--- src/rtl/icache_trk_pkg.sv ---
// Package: shared geometry of the instruction cache tracker.
// Assumes a power-of-two line size and line count.
package icache_trk_pkg;
    localparam int LINE_LOG2  = 4;   // 16 bytes per line
    localparam int LINES_LOG2 = 5;   // 32 lines
    localparam int ADDR_W     = 16;  // program counter / base width
endpackage

--- src/rtl/icache_valid_flags.sv ---
// Line valid flag array. A write to the final byte of a line marks that line
// valid. A clear request (a flush or a base change) empties the whole array
// and takes priority over a write in the same cycle.
// Assumes: wr_off is stable while wr_en is high.
module icache_valid_flags #(
    parameter int LINE_LOG2  = icache_trk_pkg::LINE_LOG2,
    parameter int LINES_LOG2 = icache_trk_pkg::LINES_LOG2,
    localparam int NLINES    = 1 << LINES_LOG2,
    localparam int OFF_W     = LINE_LOG2 + LINES_LOG2
) (
    input  logic              clk,
    input  logic              rst_n,
    input  logic              wr_en,
    input  logic [OFF_W-1:0]  wr_off,
    input  logic              clr,
    output logic [NLINES-1:0] vld_q
);
    logic last_byte;
    logic [LINES_LOG2-1:0] line_sel;

    // Detect a write to the final byte of a line.
    assign last_byte = wr_en && (&wr_off[LINE_LOG2-1:0]);
    assign line_sel  = wr_off[OFF_W-1:LINE_LOG2];

    for (genvar g = 0; g < NLINES; g++) begin : g_line
        // One flag per line: cleared by reset or clear, set by its last byte.
        always_ff @(posedge clk) begin
            if (!rst_n || clr)
                vld_q[g] <= 1'b0;
            else if (last_byte && (line_sel == LINES_LOG2'(g)))
                vld_q[g] <= 1'b1;
        end
    end

    p_last_byte_sets_r1: assert property (@(posedge clk) disable iff (!rst_n)
        (wr_en && (&wr_off[LINE_LOG2-1:0]) && !clr)
        |=> vld_q[$past(wr_off[OFF_W-1:LINE_LOG2])]);

    p_other_bytes_keep_r2: assert property (@(posedge clk) disable iff (!rst_n)
        (!clr && !(wr_en && (&wr_off[LINE_LOG2-1:0]))) |=> $stable(vld_q));

    p_clear_wins_r10: assert property (@(posedge clk) disable iff (!rst_n)
        clr |=> (vld_q == '0));
endmodule

--- src/rtl/icache_base_reg.sv ---
// Cache base register and active flag. A load is aligned to a line boundary.
// A load that changes the base sets the active flag and raises base_chg so
// the line flags are cleared. A flush zeroes the base, drops the active flag
// and overrides any load in the same cycle.
// Assumes: base_val is stable while base_ld is high.
module icache_base_reg #(
    parameter int LINE_LOG2 = icache_trk_pkg::LINE_LOG2,
    parameter int ADDR_W    = icache_trk_pkg::ADDR_W
) (
    input  logic              clk,
    input  logic              rst_n,
    input  logic              flush,
    input  logic              base_ld,
    input  logic [ADDR_W-1:0] base_val,
    output logic [ADDR_W-1:0] base_q,
    output logic              active_q,
    output logic              base_chg
);
    localparam logic [ADDR_W-1:0] ALIGN_MASK = ~ADDR_W'((1 << LINE_LOG2) - 1);

    logic [ADDR_W-1:0] aligned;

    // Force the offered value onto a line boundary.
    assign aligned  = base_val & ALIGN_MASK;
    // A load counts only if it changes the base and no flush competes.
    assign base_chg = base_ld && !flush && (aligned != base_q);

    // Base and active state: reset and flush clear them, a changing load sets them.
    always_ff @(posedge clk) begin
        if (!rst_n || flush) begin
            base_q   <= '0;
            active_q <= 1'b0;
        end else if (base_chg) begin
            base_q   <= aligned;
            active_q <= 1'b1;
        end
    end

    p_base_aligned_r5: assert property (@(posedge clk) disable iff (!rst_n)
        base_q[LINE_LOG2-1:0] == '0);

    p_new_base_activates_r6: assert property (@(posedge clk) disable iff (!rst_n)
        base_chg |=> (active_q && (base_q == ($past(base_val) & ALIGN_MASK))));

    p_same_base_holds_r7: assert property (@(posedge clk) disable iff (!rst_n)
        (!flush && !base_chg) |=> ($stable(base_q) && $stable(active_q)));

    p_flush_clears_base_r9: assert property (@(posedge clk) disable iff (!rst_n)
        flush |=> (base_q == '0 && !active_q));
endmodule

--- src/rtl/icache_hit_cmp.sv ---
// Window comparator. It reports whether pc lies in [base, base + window).
// The compare is one bit wider than the address, so the window never wraps.
// It is purely combinational.
module icache_hit_cmp #(
    parameter int ADDR_W   = icache_trk_pkg::ADDR_W,
    parameter int WIN_LOG2 = icache_trk_pkg::LINE_LOG2 + icache_trk_pkg::LINES_LOG2
) (
    input  logic              active,
    input  logic [ADDR_W-1:0] base,
    input  logic [ADDR_W-1:0] pc,
    output logic              hit
);
    logic [ADDR_W:0] lo, hi, pcx;

    // Widen the operands so base + window cannot overflow.
    assign lo  = {1'b0, base};
    assign hi  = lo + (ADDR_W+1)'(1 << WIN_LOG2);
    assign pcx = {1'b0, pc};
    assign hit = active && (pcx >= lo) && (pcx < hi);
endmodule

--- src/rtl/icache_line_tracker.sv ---
// Top of the instruction cache tracker. It ties together the base register,
// the line flag array and the window comparator. Data storage lives elsewhere.
// Assumes: a synchronous active-low reset and a single clock.
module icache_line_tracker #(
    parameter int LINE_LOG2  = icache_trk_pkg::LINE_LOG2,
    parameter int LINES_LOG2 = icache_trk_pkg::LINES_LOG2,
    parameter int ADDR_W     = icache_trk_pkg::ADDR_W,
    localparam int NLINES    = 1 << LINES_LOG2,
    localparam int OFF_W     = LINE_LOG2 + LINES_LOG2
) (
    input  logic              clk,
    input  logic              rst_n,
    input  logic              host_wr,
    input  logic [OFF_W-1:0]  host_off,
    input  logic              flush,
    input  logic              base_ld,
    input  logic [ADDR_W-1:0] base_val,
    input  logic [ADDR_W-1:0] pc,
    output logic [NLINES-1:0] line_valid,
    output logic              cache_active,
    output logic              pc_hit
);
    logic [ADDR_W-1:0] base_q;
    logic              base_chg;
    logic              clr_all;

    // A flush or a base change empties the line flags.
    assign clr_all = flush || base_chg;

    icache_base_reg #(.LINE_LOG2(LINE_LOG2), .ADDR_W(ADDR_W)) u_base (
        .clk(clk), .rst_n(rst_n), .flush(flush), .base_ld(base_ld),
        .base_val(base_val), .base_q(base_q), .active_q(cache_active),
        .base_chg(base_chg)
    );

    icache_valid_flags #(.LINE_LOG2(LINE_LOG2), .LINES_LOG2(LINES_LOG2)) u_flags (
        .clk(clk), .rst_n(rst_n), .wr_en(host_wr), .wr_off(host_off),
        .clr(clr_all), .vld_q(line_valid)
    );

    icache_hit_cmp #(.ADDR_W(ADDR_W), .WIN_LOG2(OFF_W)) u_cmp (
        .active(cache_active), .base(base_q), .pc(pc), .hit(pc_hit)
    );

    p_flush_empties_r3: assert property (@(posedge clk) disable iff (!rst_n)
        flush |=> (line_valid == '0 && !cache_active));

    p_hit_needs_active_r4: assert property (@(posedge clk) disable iff (!rst_n)
        pc_hit |-> cache_active);

    p_reset_state_r8: assert property (@(posedge clk)
        !rst_n |=> (line_valid == '0 && !cache_active && !pc_hit));
endmodule

--- config.mk ---
export PLATFORM = sky130hd
export DESIGN_NAME = icache_line_tracker
export DESIGN_NICKNAME = d
export VERILOG_FILES = /design/src/rtl/icache_trk_pkg.sv /design/src/rtl/icache_valid_flags.sv /design/src/rtl/icache_base_reg.sv /design/src/rtl/icache_hit_cmp.sv /design/src/rtl/icache_line_tracker.sv
export SDC_FILE = /design/constraint.sdc
export NUM_CORES = 1
export LEC_CHECK = 0
export CORE_ASPECT_RATIO = 0.7
export CORE_MARGIN = 8
export CORE_UTILIZATION = 45
export DETAILED_ROUTE_END_ITERATION = 6
export PLACE_DENSITY = 0.88
export SLEW_MARGIN = 10
export SYNTH_ARGS = -nofsm -noshare
export SYNTH_HDL_FRONTEND = slang
export SYNTH_SLANG_ARGS = --single-unit
--- constraint.sdc ---
create_clock -name clk -period 2.8 [get_ports clk]
set_input_delay 0.42 -clock clk [delete_from_list [all_inputs] [get_ports clk]]
set_output_delay 0.42 -clock clk [all_outputs]
set_load 0.005 [all_outputs]
# Word level (Yosys, flattened, before mapping)
# Index checks and enable logic that the tools add are counted.
# classes
add_sub_neg,1
magnitude_cmp,2
eq_ne,32
n_reduce_logical,44
# ops
op,n
"5-bit == test, second input constant",16
"5-bit by 4-bit == test with 1-bit output, second input constant",8
1-bit logical AND,37
"5-bit by 3-bit == test with 1-bit output, second input constant",4
"16-bit by 10-bit adder with 17-bit output, second input constant",1
16-bit by 17-bit < comparator with 1-bit output,1
16-bit >= comparator,1
12-bit inequality test,1
"5-bit by 2-bit == test with 1-bit output, second input constant",2
"5-bit by 1-bit == test with 1-bit output, second input constant",1
5-bit zero test,1
4-bit AND reduction,1
1-bit logical OR,3
1-bit zero test,2
# word_totals
reg_bits,45
input_bits,46
elab_cells,113

# Logic depth before layout (Yosys ltp)
# logic_depth
word_depth,5
mapped_depth,11
depth_no_buf,10

# Cells and area by module
# From an unflattened synthesis, not the netlist that was laid out.
# unflattened
cells_unflattened,334
hier_area_um2,2852.7
# by_module_without_submodules
module,n_inst,cells_per_inst,area_per_inst_um2,seq_area_each_um2
icache_valid_flags,1,112,1147.4,640.6
icache_base_reg,1,123,959.7,260.2
icache_hit_cmp,1,98,739.5,0.0
icache_line_tracker,1,1,6.3,0.0

# Worst setup path after synthesis
# Ideal clock, no wire load.
# synth_path
path_kind,reg2out
startpoint,reg u_base.base_q[11]
endpoint,out pc_hit
t_arrival_ns,2.073
slack_ns,0.307
path_stages_with_launch,11
path_buffers,1
path_cell_list,dfxtp_1 -> clkbuf_2 -> inv_1 -> nor4_1 -> nand2_1 -> xnor2_1 -> ha_1 -> nor2b_1 -> a2111oi_0 -> nand3_1 -> a22oi_1
# synth_between
elab_chain_len,3
elab_cells_between_ends,5
cone_classes,add/sub (1); order compare (2); reduce/logical (2)
# synth_rtl
item,line_no,text
"start, declared",icache_base_reg.sv:15,"output logic [ADDR_W-1:0] base_q,"
"start signal, assigned",icache_base_reg.sv:34,base_q <= aligned;
16-bit by 10-bit adder with 17-bit output or 16-bit >= comparator (tied branches),"icache_hit_cmp.sv:17, icache_hit_cmp.sv:19",
16-bit by 17-bit < comparator with 1-bit output or 1-bit logical AND (tied branches),icache_hit_cmp.sv:19,assign hit = active && (pcx >= lo) && (pcx < hi);
1-bit logical AND *,icache_hit_cmp.sv:19,
"end, declared",icache_line_tracker.sv:21,output logic pc_hit
# Every way passes the cells marked *; elsewhere a longest branch is shown, timed or not.

# Worst setup path in the final report
# layout_path
startpoint,reg u_base.base_q[13]
endpoint,out pc_hit
# Same word-level chain as after synthesis.

==> reports/metrics.csv <==
stage,metric,value,unit
floorplan,die width,100,um
clocking,clk_lat worst skew,0.29,ns
synthesis,largest area contributor in the netlist,dfxtp_1,
timing,RSZ-0062 raised after global routing,true,
timing,final worst path period share,1.01,
power,Max VDD drop,347,uV
global_routing,vias in the first global route,2089,
timing,Max Freq,354,MHz
detailed_routing,WL/cell,15.3,um
status,outcome,"finished, violations left",
synthesis,Synthesized Nets,325,
clocking,H-tree levels,2,
global_routing,gr usage total,0.171,
synthesis,Mapped Area,0.00222,mm^2
floorplan,Die Ht,74.8,um
floorplan,IO Pins,80,
synthesis,number of synthesized register bits,45,
global_routing,Congestion Overflow GR,0,
place,Placement Setup Slack,-0.381,ns
synthesis,synth top area cells,"dfxtp_1 41%, ha_1 11%, nor2_1 9.5%",
global_routing,first-pass GRT wire length,10100,um
finish,number of diodes,0,
detailed_routing,Vias,2183,
timing,Max Slew Vio Count,0,
finish,fill cell count,399,
worst_setup_path,worst endpoint required time,2.38,ns
floorplan,core area,0.00478,mm^2
synthesis,cells after synthesis,259,
job,max cap viols,0,
power,LEAKAGE,1.25,nW
power,clock share of power,0.347,
power,logic gate share of total power,0.167,
detailed_routing,final wirelength,6520,um
timing,Setup-failing EPs final,1,
power,P per Cell Area,400,mW/mm^2
worst_setup_path,Arrival @ worst endpoint,2.40,ns
floorplan,Starting Density,0.465,
timing,Slew @ Worst Pin,0.726,ns
finish,area grow syn2layout,50.9,%
place,IO buf count,75,
clocking,clock root cell,clkbuf_8,
finish,area of the multi-input gates,0.00127,mm^2
worst_setup_path,CP Max Fanout,3,
status,failing checks,negative setup slack,
finish,Seq. cell area,905,um^2
worst_setup_path,CP Launch Type,register,
global_routing,largest net degree at the start of global routing,33,
timing,skew final,0.00488,ns
global_routing,initial antenna violation count,0,
synthesis,Yosys warnings,0,
synthesis,Synth top area share,0.405,
worst_setup_path,CP cell instances,"inv_2, nor3_2, nand3_1, xnor2_1, ha_1, a21oi_2, nor2b_4, a2111oi_4, nand3_1, a22oi_1, buf_2",
place,placed cell count,417,
power,total power,0.00134,W
clocking,CTS tree,yes,
timing,worst hold margin,0.474,ns
place,placed inst area,0.00319,mm^2
detailed_routing,drt first pass iters,4,
worst_setup_path,Critical Path Max Stage Delay,0.34,ns
power,internal power,0.00103,W
worst_setup_path,critical path's most frequent cell,nand3_1,
detailed_routing,drt first-iter violations,93,
detailed_routing,DRC viols,0,
clocking,clk slew on worst S/H paths,0.08,ns
synthesis,Post-Syn Area per Cell,8.58,um^2
timing,Final Hold Vio Count,0,
finish,Layout Cells excl Fill,426,
detailed_routing,mean number of vias per cell,5.12,
clocking,CTS Buf Count,5,
worst_setup_path,critical setup path kind,register to output pin,
clocking,"Hold-fix buffers, CTS",0,
place,Routability Congestion,0.862,
synthesis,"Seq/Total Area, Yosys",0.405,
clocking,CTS max path bufs,2,
clocking,Clock Sinks,45,
timing,Period minus WS final,2.82,ns
hold_path,Hold Path Class,register to register,
timing,Slew HR,0.515,
power,Switch Pwr,0.000312,W
power,Seq pwr share,0.486,
worst_setup_path,CP Capture Type,output pin,
finish,fin area,0.00335,mm^2
finish,share of layout cells above drive strength 1,0.129,
floorplan,FP Rows,21,
floorplan,die area,0.00748,mm^2
place,Post-DP HPWL,5050,um
finish,Nets,423,
power,switching share of total power,0.233,
worst_setup_path,Worst path slowest cell,dfxtp_2,
detailed_routing,ANT nets after route,0,
synthesis,post-synth cell types,32,
timing,final worst slack,-0.0227,ns
==> worst paths after layout <==
kind / from / endpoint / slack (ns) / cells after the start
min reg2reg: u_flags.vld_q[15]$_SDFFE_PP0P_ / u_flags.vld_q[15]$_SDFFE_PP0P_ / 0.47 / 2
max: u_base.base_q[13]$_SDFFE_PP0P_ / pc_hit / -0.02 / 11
max reg2reg: u_base.base_q[11]$_SDFFE_PP0P_ / u_flags.vld_q[0]$_SDFFE_PP0P_ / 0.92 / 6
min: u_flags.vld_q[15]$_SDFFE_PP0P_ / u_flags.vld_q[15]$_SDFFE_PP0P_ / 0.47 / 2
==> power groups by stage <==
stage               clock network, W  logic [W]  registers (W)
floorplan                          0  0.0000985       0.000666
global placement                   0   0.000201       0.000666
detailed placement                 0   0.000209       0.000666
CTS                         0.000473   0.000215       0.000651
global route                0.000496   0.000244       0.000653
finish                      0.000465   0.000224       0.000652
==> cells by family after synthesis <==
| logic type | synth area share |
|---|---|
| AO/OA/AOI/OAI | 0.133 |
| adder cells (fa/ha/maj) | 0.113 |
| buffers and inverters | 0.0445 |
| XOR/XNOR | 0.0670 |
| multiplexers | 0.0540 |
| AND/OR/NAND/NOR | 0.184 |
| flip-flops | 0.405 |
==> routing by layer <==
metal | vias up | global-route usage | share of wire
li1 | 1076 | - | -
met1 | 1018 | 0.204 | 0.42
met2 | 79 | 0.297 | 0.49
met3 | 10 | 0.0452 | 0.076
met4 | 0 | 0.0500 | 0.013
met5 | - | 0 | 0
==> metrics by stage <==
step,setup TNS (ns),util
after detailed placement,-0.381,0.666
final,-0.0227,0.701
after global placement,-0.248,0.666
after floorplan,0,-
after global routing,-0.153,0.701
after CTS,0,0.693
==> final cells by class <==
cell class / count / share of cell area
clock buffer: 5 / 0.0205
sequential: 45 / 0.270
clock inverter: 2 / 0.0104
tap: 69 / 0.0257
timing repair buffer: 100 / 0.278
multi-input combinational: 191 / 0.380
inverter: 14 / 0.0157
==> cell usage after synthesis (all sizes together) <==
cell and n:
nor2 56, dfxtp 45, a21oi 40, ha 20, xnor2 17, inv 14
mux2i 12, buf 7, nand2 7, nand3 6, nand2b 5, nand4 5
nor2b 3, nor3 3, o21ai 3, a22oi 2, clkbuf 2, nand3b 2
a2111oi 1, a311oi 1, a32oi 1, a41oi 1, and2 1, and4 1
nor4 1, o311ai 1, o31ai 1, or4 1
==> flip-flops by register name (all words and copies together), names as in the netlist <==
register         cells
u_flags.vld_q       32
u_base.base_q       12
u_base.active_q      1
==> layout by cell type, fill, tap and decap left out, types with 2 or more instances in the layout <==
| cell type | synthesis | final |
|---|---|---|
| a21oi_1 | 40 | 39 |
| a22oi_1 | 2 | 2 |
| buf_4 | 0 | 25 |
| clkbuf_8 | 0 | 5 |
| clkdlybuf4s50_1 | 0 | 74 |
| dfxtp_1 | 45 | 42 |
| dfxtp_2 | 0 | 3 |
| ha_1 | 20 | 20 |
| inv_1 | 14 | 11 |
| inv_2 | 0 | 3 |
| mux2i_1 | 12 | 12 |
| nand2_1 | 7 | 7 |
| nand2b_1 | 4 | 4 |
| nand3_1 | 6 | 6 |
| nand3b_1 | 2 | 2 |
| nand4_1 | 5 | 5 |
| nor2_1 | 56 | 56 |
| nor2b_1 | 3 | 2 |
| nor3_1 | 3 | 2 |
| o21ai_0 | 3 | 3 |
| xnor2_1 | 17 | 17 |
==> repair_timing <==
| action | CTS | global route |
|---|---|---|
| buffers inserted | 1 | 1 |
| pin swaps | 3 | 7 |
| endpoints found under the setup margin | 1 | 1 |
| resized for setup | 9 | 10 |
==> critical path: cells and delay by family, from the launching register on <==
family	cells	cell delay (ns)
adder cells (fa/ha/maj)	1	0.31
AND/OR/NAND/NOR	4	0.47
flip-flops	1	0.34
buffers and inverters	2	0.20
XOR/XNOR	1	0.15
AO/OA/AOI/OAI	3	0.65
Power figures use the tool's default switching activity.
